$ cat config.mk
export PLATFORM = sky130hd
export DESIGN_NAME = mdio_page_bridge
export DESIGN_NICKNAME = d
export VERILOG_FILES = /design/src/rtl/mdio_bridge_pkg.sv /design/src/rtl/mdio_reg_decode.sv /design/src/rtl/mdio_word_addr.sv /design/src/rtl/mdio_page_bridge.sv
export SDC_FILE = /design/constraint.sdc
export NUM_CORES = 1
export LEC_CHECK = 0
export BUFFER_PORTS_ARGS = -buffer_cell sky130_fd_sc_hd__buf_2
export CAP_MARGIN = 10
export CORE_ASPECT_RATIO = 0.9
export CORE_UTILIZATION = 40
export CTS_CLUSTER_SIZE = 20
export DETAILED_ROUTE_END_ITERATION = 8
export GPL_TIMING_DRIVEN = 0
export PLACE_DENSITY_LB_ADDON = 0.25
export RECOVER_POWER = 100
export SETUP_SLACK_MARGIN = 0.05
export SYNTH_ARGS = -nofsm -noshare
export SYNTH_HDL_FRONTEND = slang
export SYNTH_HIERARCHICAL = 1
export SYNTH_SLANG_ARGS = --single-unit
$ cat constraint.sdc
create_clock -name clk -period 2.4 [get_ports clk]
set_clock_uncertainty 0.15 [all_clocks]
set_input_delay 0.48 -clock clk [delete_from_list [all_inputs] [get_ports clk]]
set_output_delay 0.48 -clock clk [all_outputs]
set_load 0.005 [all_outputs]
$ cat src/rtl/mdio_bridge_pkg.sv
package mdio_bridge_pkg;

    // class of a management register access after decode
    typedef enum logic [2:0] {
        KIND_MISS,   // another PHY address
        KIND_WIN,    // low-half window
        KIND_HIGH,   // shared high half
        KIND_PAGE,   // page select
        KIND_OTHER   // unused register of this PHY
    } reg_kind_e;

    typedef enum logic {
        ST_IDLE,
        ST_WAIT
    } bridge_st_e;

endpackage

$ cat src/rtl/mdio_reg_decode.sv
module mdio_reg_decode
    import mdio_bridge_pkg::*;
#(
    parameter logic [4:0] OWN_PHY  = 5'h1F,
    parameter logic [4:0] PAGE_REG = 5'h1F,
    parameter logic [4:0] HIGH_REG = 5'h10,
    parameter int         WIN_W    = 4
) (
    input  logic [4:0]       phy,
    input  logic [4:0]       regnum,
    output reg_kind_e        kind,
    output logic [WIN_W-1:0] win
);
    localparam logic [5:0] NUM_WIN = 6'(1 << WIN_W);

    always_comb begin
        win = regnum[WIN_W-1:0];
        if (phy != OWN_PHY) begin
            kind = KIND_MISS;
        end else if ({1'b0, regnum} < NUM_WIN) begin
            kind = KIND_WIN;
        end else if (regnum == HIGH_REG) begin
            kind = KIND_HIGH;
        end else if (regnum == PAGE_REG) begin
            kind = KIND_PAGE;
        end else begin
            kind = KIND_OTHER;
        end
    end
endmodule

$ cat src/rtl/mdio_word_addr.sv
module mdio_word_addr #(
    parameter int PAGE_W = 10,
    parameter int WIN_W  = 4,
    localparam int ADDR_W = PAGE_W + WIN_W
) (
    input  logic [PAGE_W-1:0] page,
    input  logic [WIN_W-1:0]  win,
    output logic [ADDR_W-1:0] addr
);
    // page forms the upper word-address bits, window index the lower ones
    always_comb addr = {page, win};
endmodule

$ cat src/rtl/mdio_page_bridge.sv
module mdio_page_bridge
    import mdio_bridge_pkg::*;
#(
    parameter logic [4:0] OWN_PHY  = 5'h1F,
    parameter logic [4:0] PAGE_REG = 5'h1F,
    parameter logic [4:0] HIGH_REG = 5'h10,
    parameter int         PAGE_W   = 10,
    parameter int         WIN_W    = 4,
    parameter int         HALF_W   = 16,
    localparam int ADDR_W = PAGE_W + WIN_W,
    localparam int DATA_W = 2 * HALF_W
) (
    input  logic              clk,
    input  logic              rst_n,
    input  logic              md_req,
    input  logic              md_wr,
    input  logic [4:0]        md_phy,
    input  logic [4:0]        md_reg,
    input  logic [HALF_W-1:0] md_wdata,
    output logic              md_busy,
    output logic [HALF_W-1:0] md_rdata,
    output logic              md_rvalid,
    output logic              bus_req,
    output logic              bus_we,
    output logic [ADDR_W-1:0] bus_addr,
    output logic [DATA_W-1:0] bus_wdata,
    input  logic              bus_ack,
    input  logic [DATA_W-1:0] bus_rdata
);
    typedef struct packed {
        bridge_st_e        st;
        logic [PAGE_W-1:0] page;
        logic [HALF_W-1:0] lo;
        logic [WIN_W-1:0]  win;
        logic [HALF_W-1:0] hi;
        logic              we;
        logic [ADDR_W-1:0] addr;
        logic [DATA_W-1:0] wdata;
        logic [HALF_W-1:0] rdata;
        logic              rvalid;
    } bridge_s;

    bridge_s state_d, state_q;

    reg_kind_e         kind;
    logic [WIN_W-1:0]  dec_win;
    logic [WIN_W-1:0]  win_sel;
    logic [ADDR_W-1:0] word_addr;

    mdio_reg_decode #(
        .OWN_PHY  (OWN_PHY),
        .PAGE_REG (PAGE_REG),
        .HIGH_REG (HIGH_REG),
        .WIN_W    (WIN_W)
    ) u_decode (
        .phy    (md_phy),
        .regnum (md_reg),
        .kind   (kind),
        .win    (dec_win)
    );

    // a window read addresses the requested window, a high write the latched one
    always_comb win_sel = (kind == KIND_WIN) ? dec_win : state_q.win;

    mdio_word_addr #(
        .PAGE_W (PAGE_W),
        .WIN_W  (WIN_W)
    ) u_addr (
        .page (state_q.page),
        .win  (win_sel),
        .addr (word_addr)
    );

    always_comb begin
        state_d        = state_q;
        state_d.rvalid = 1'b0;
        if (state_q.st == ST_WAIT) begin
            if (bus_ack) begin
                state_d.st = ST_IDLE;
                if (!state_q.we) begin
                    state_d.rdata  = bus_rdata[HALF_W-1:0];
                    state_d.hi     = bus_rdata[DATA_W-1:HALF_W];
                    state_d.rvalid = 1'b1;
                end
            end
        end else if (md_req) begin
            unique case (kind)
                KIND_PAGE: begin
                    if (md_wr) begin
                        state_d.page = md_wdata[PAGE_W-1:0];
                    end else begin
                        state_d.rdata  = HALF_W'(state_q.page);
                        state_d.rvalid = 1'b1;
                    end
                end
                KIND_WIN: begin
                    if (md_wr) begin
                        state_d.lo  = md_wdata;
                        state_d.win = dec_win;
                    end else begin
                        state_d.addr = word_addr;
                        state_d.we   = 1'b0;
                        state_d.st   = ST_WAIT;
                    end
                end
                KIND_HIGH: begin
                    if (md_wr) begin
                        state_d.addr  = word_addr;
                        state_d.wdata = {md_wdata, state_q.lo};
                        state_d.we    = 1'b1;
                        state_d.st    = ST_WAIT;
                    end else begin
                        state_d.rdata  = state_q.hi;
                        state_d.rvalid = 1'b1;
                    end
                end
                KIND_OTHER: begin
                    if (!md_wr) begin
                        state_d.rdata  = '0;
                        state_d.rvalid = 1'b1;
                    end
                end
                default: begin
                end
            endcase
        end
    end

    always_ff @(posedge clk or negedge rst_n) begin
        if (!rst_n) begin
            state_q <= '{st: ST_IDLE, default: '0};
        end else begin
            state_q <= state_d;
        end
    end

    always_comb begin
        md_busy   = (state_q.st == ST_WAIT);
        bus_req   = (state_q.st == ST_WAIT);
        bus_we    = state_q.we;
        bus_addr  = state_q.addr;
        bus_wdata = state_q.wdata;
        md_rdata  = state_q.rdata;
        md_rvalid = state_q.rvalid;
    end
endmodule

==> metrics.cfg <==
[placed_design]
gp_congestion=0.7822
dp_hpwl_um=8158
io_buffers=128
post_dp_cell_area_sq_um=6238
dp_slack_ns=-0.4448

[timing]
finalSetupViolCount=3
max_slew_margin=0.2883
finalWorstPathRequiredPeriod_ns=2.413
fmax_mhz=414.4
layout_setup_ws_ns=-0.01341
hold_viol_final=0
rsz0062_at_grt=yes
slew_viol_final=0
min_period_over_period=1.006
tightestPinTransition_ns=1.068
hold_ws_ns=0.1650

[synth]
ys_warn_count=6
netlist_instances=425
syn_area_sq_um=5238
synth_edf_count=0
yosysTopAreaCell=dfrtp_1
synth_top_area_frac=0.5303
synth-async-reset-ratio=1.000
ys_seq_area_frac=0.5303
synth.distinct_cells=34
avgSynthCellArea_sq_um=12.32
ys_ff_latch=111
synth-main-ff-cell=dfrtp_1
synthTopCellsByArea=dfrtp_1 (53%), mux2_2 (17%), buf_4 (12%)
synth_nets=488

[drt]
post_drt_wl_per_cell_um=16.08
ant_nets=0
dr.pass1.iters=4
via_count=3498
drc_errors=0
drt_iter0_drc=169
routed_via_density=4.683
routed_wirelength_um=12010

[worst_setup_path]
max_stage_delay_ns=0.55
critPathMaxFanout=5
critPathMostFrequentCell=buf_6
path_buf_inv=4
cp-end-kind=flip-flop
cpMaxStageDelayCell=or4_4
critPathArrivalTime_ns=2.50
crit_chain=buf_6 > or4_4 > a211oi_4 > buf_6 > nor3b_4 > buf_12 > a22oi_4 > clkbuf_16 > mux2_4
cp_top_family=simple AND/OR/NAND/NOR gates
crit_type=primary input to flip-flop
worstPathRequired_ns=2.49
critPathLaunchType=primary input

[global_routing]
antenna_found_initial=0
grt_overflow=0
grt_max_degree=73
grt_pass1_vias=3500
grt_usage=0.1807
grt_pass1_wl_um=18240

[cells_and_area]
drive_above_1_share=0.5832
diodes=0
fin_area_sq_um=6874
area_growth_syn_to_layout_pct=31.25
nets=641

[clocking]
cts_max_level=3
cts_max_path_buffers=2
insertion_delay_ns=0.35
cts_root_buffer=clkbuf_16
clock-sinks=111
cts_buffers=9
cts.clk_slew.worst_paths_ns=0.07
cts_tree=built

[pwr]
ir_worst_vdd_v=0.0003283
report.power.total_mw=4.154
powerDensity_nw_per_um2=604.3
power_leakage_nw=3.822

[run]
max_cap_violations=0

[run_status]
outcome=finished, violations left
failed_checks=setup timing

[floorplanning]
core_sq_um=12740
dieArea_sq_um=13560
rows=39
die_h_um=110.6
io_pins=129
start_util=0.4112
die_w_um=122.6

[min_path]
worstHoldPathType=primary input to flip-flop

[cells in the mapped netlist, types with 2 or more instances]
cell type and n:
nand4_1 3, clkbuf_1 9, buf_2 3, mux2_4 8, o21ai_0 17, mux2_1 4
nor3b_1 2, dfrtp_1 111, inv_1 2, nor2b_1 2, nand2_1 65, mux2_2 78
a32oi_1 16, and3b_1 2, buf_4 81, buf_6 4
[cell families after synthesis]
| group | synth area share |
|---|---|
| multiplexers | 0.1992 |
| AND/OR/NAND/NOR | 0.07645 |
| buffers and inverters | 0.1400 |
| AO/OA/AOI/OAI | 0.05399 |
| flip-flops | 0.5303 |
[report_power, final]
group	switching (mW)	leakage [nW]	total [mW]	internal [mW]
clock network	0.688	0.153	1.61	0.923
logic	0.200	2.16	0.456	0.256
registers	0.0789	1.51	2.09	2.01
total	0.967	3.82	4.15	3.19
[placed cells by master (no fill, tap or decap), types with 12 or more instances in the layout]
cell type,count
mux2_2,47
buf_4,31
mux2_4,43
a32oi_1,16
buf_2,119
clkbuf_4,55
nand2_1,65
clkbuf_1,16
clkbuf_16,12
o21ai_0,16
dfrtp_1,111
[final timing paths]
| check | from | endpoint | slack, ns | cells after the start |
|---|---|---|---|---|
| max | md_reg[2] | bus_addr[6]$_DFFE_PN0P_ | -0.01 | 9 |
| min | bus_rdata[27] | state_q[75]$_DFFE_PN0P_ | 0.16 | 3 |
| max reg2reg | bus_req$_DFF_PN0_ | md_rdata[7]$_DFFE_PN0P_ | 0.46 | 4 |
| min reg2reg | state_q[68]$_DFFE_PN0P_ | state_q[68]$_DFFE_PN0P_ | 0.33 | 2 |
| max in group asynchronous | rst_n | bus_wdata[18]$_DFFE_PN0P_ | 0.48 | 3 |
| min in group asynchronous | rst_n | bus_wdata[27]$_DFFE_PN0P_ | 0.71 | 2 |
[through the flow]
stage               setup TNS (ns)  utilization  instances
floorplan                   -4.495            -        425
global placement            -94.47       0.4875        717
detailed placement          -32.88       0.4898        718
CTS                              0       0.5275        742
global route               -0.4672       0.5397        747
finish                    -0.03689       0.5397        747
[final cells by class]
class	instances	area (sq um)
Fill cell	1117	5862
Timing Repair Buffer	147	897.1
Multi-Input combinational cell	212	1916
Sequential cell	111	2778
Inverter	2	7.507
Buffer	95	748.2
Clock buffer	10	229.0
Tap cell	164	205.2
Clock inverter	6	93.84
[sequential cells by signal, indices dropped and copies added (netlist names)]
name       cells
bus_we         1
bus_req        1
state_q       46
md_rdata      16
bus_addr      14
md_rvalid      1
bus_wdata     32
[worst register-to-register path: cells and delay by family, from the launching register on]
kind	cells	cell delay, ns
flip-flops	1	0.46
buffers and inverters	1	0.28
AND/OR/NAND/NOR	1	0.41
AO/OA/AOI/OAI	2	0.51
[metal layers]
metal,up-vias,global-route usage,routed length [um]
li1,1688,-,-
met1,1719,0.2357,5446
met2,81,0.2959,5818
met3,10,0.04597,617
met4,0,0.04878,127
met5,-,0,0
[timing repair]
item / 4_1_cts / 5_1_grt
gates resized for setup: 19 / 27
setup buffers: 5 / 10
pin swaps: 3 / 8
cloned: 2 / 3
hold buffers: 1 / 0
endpoints found under the hold margin: 39 / 0
endpoints found under the setup margin: 62 / 90
(Power assumes the default switching activity.)
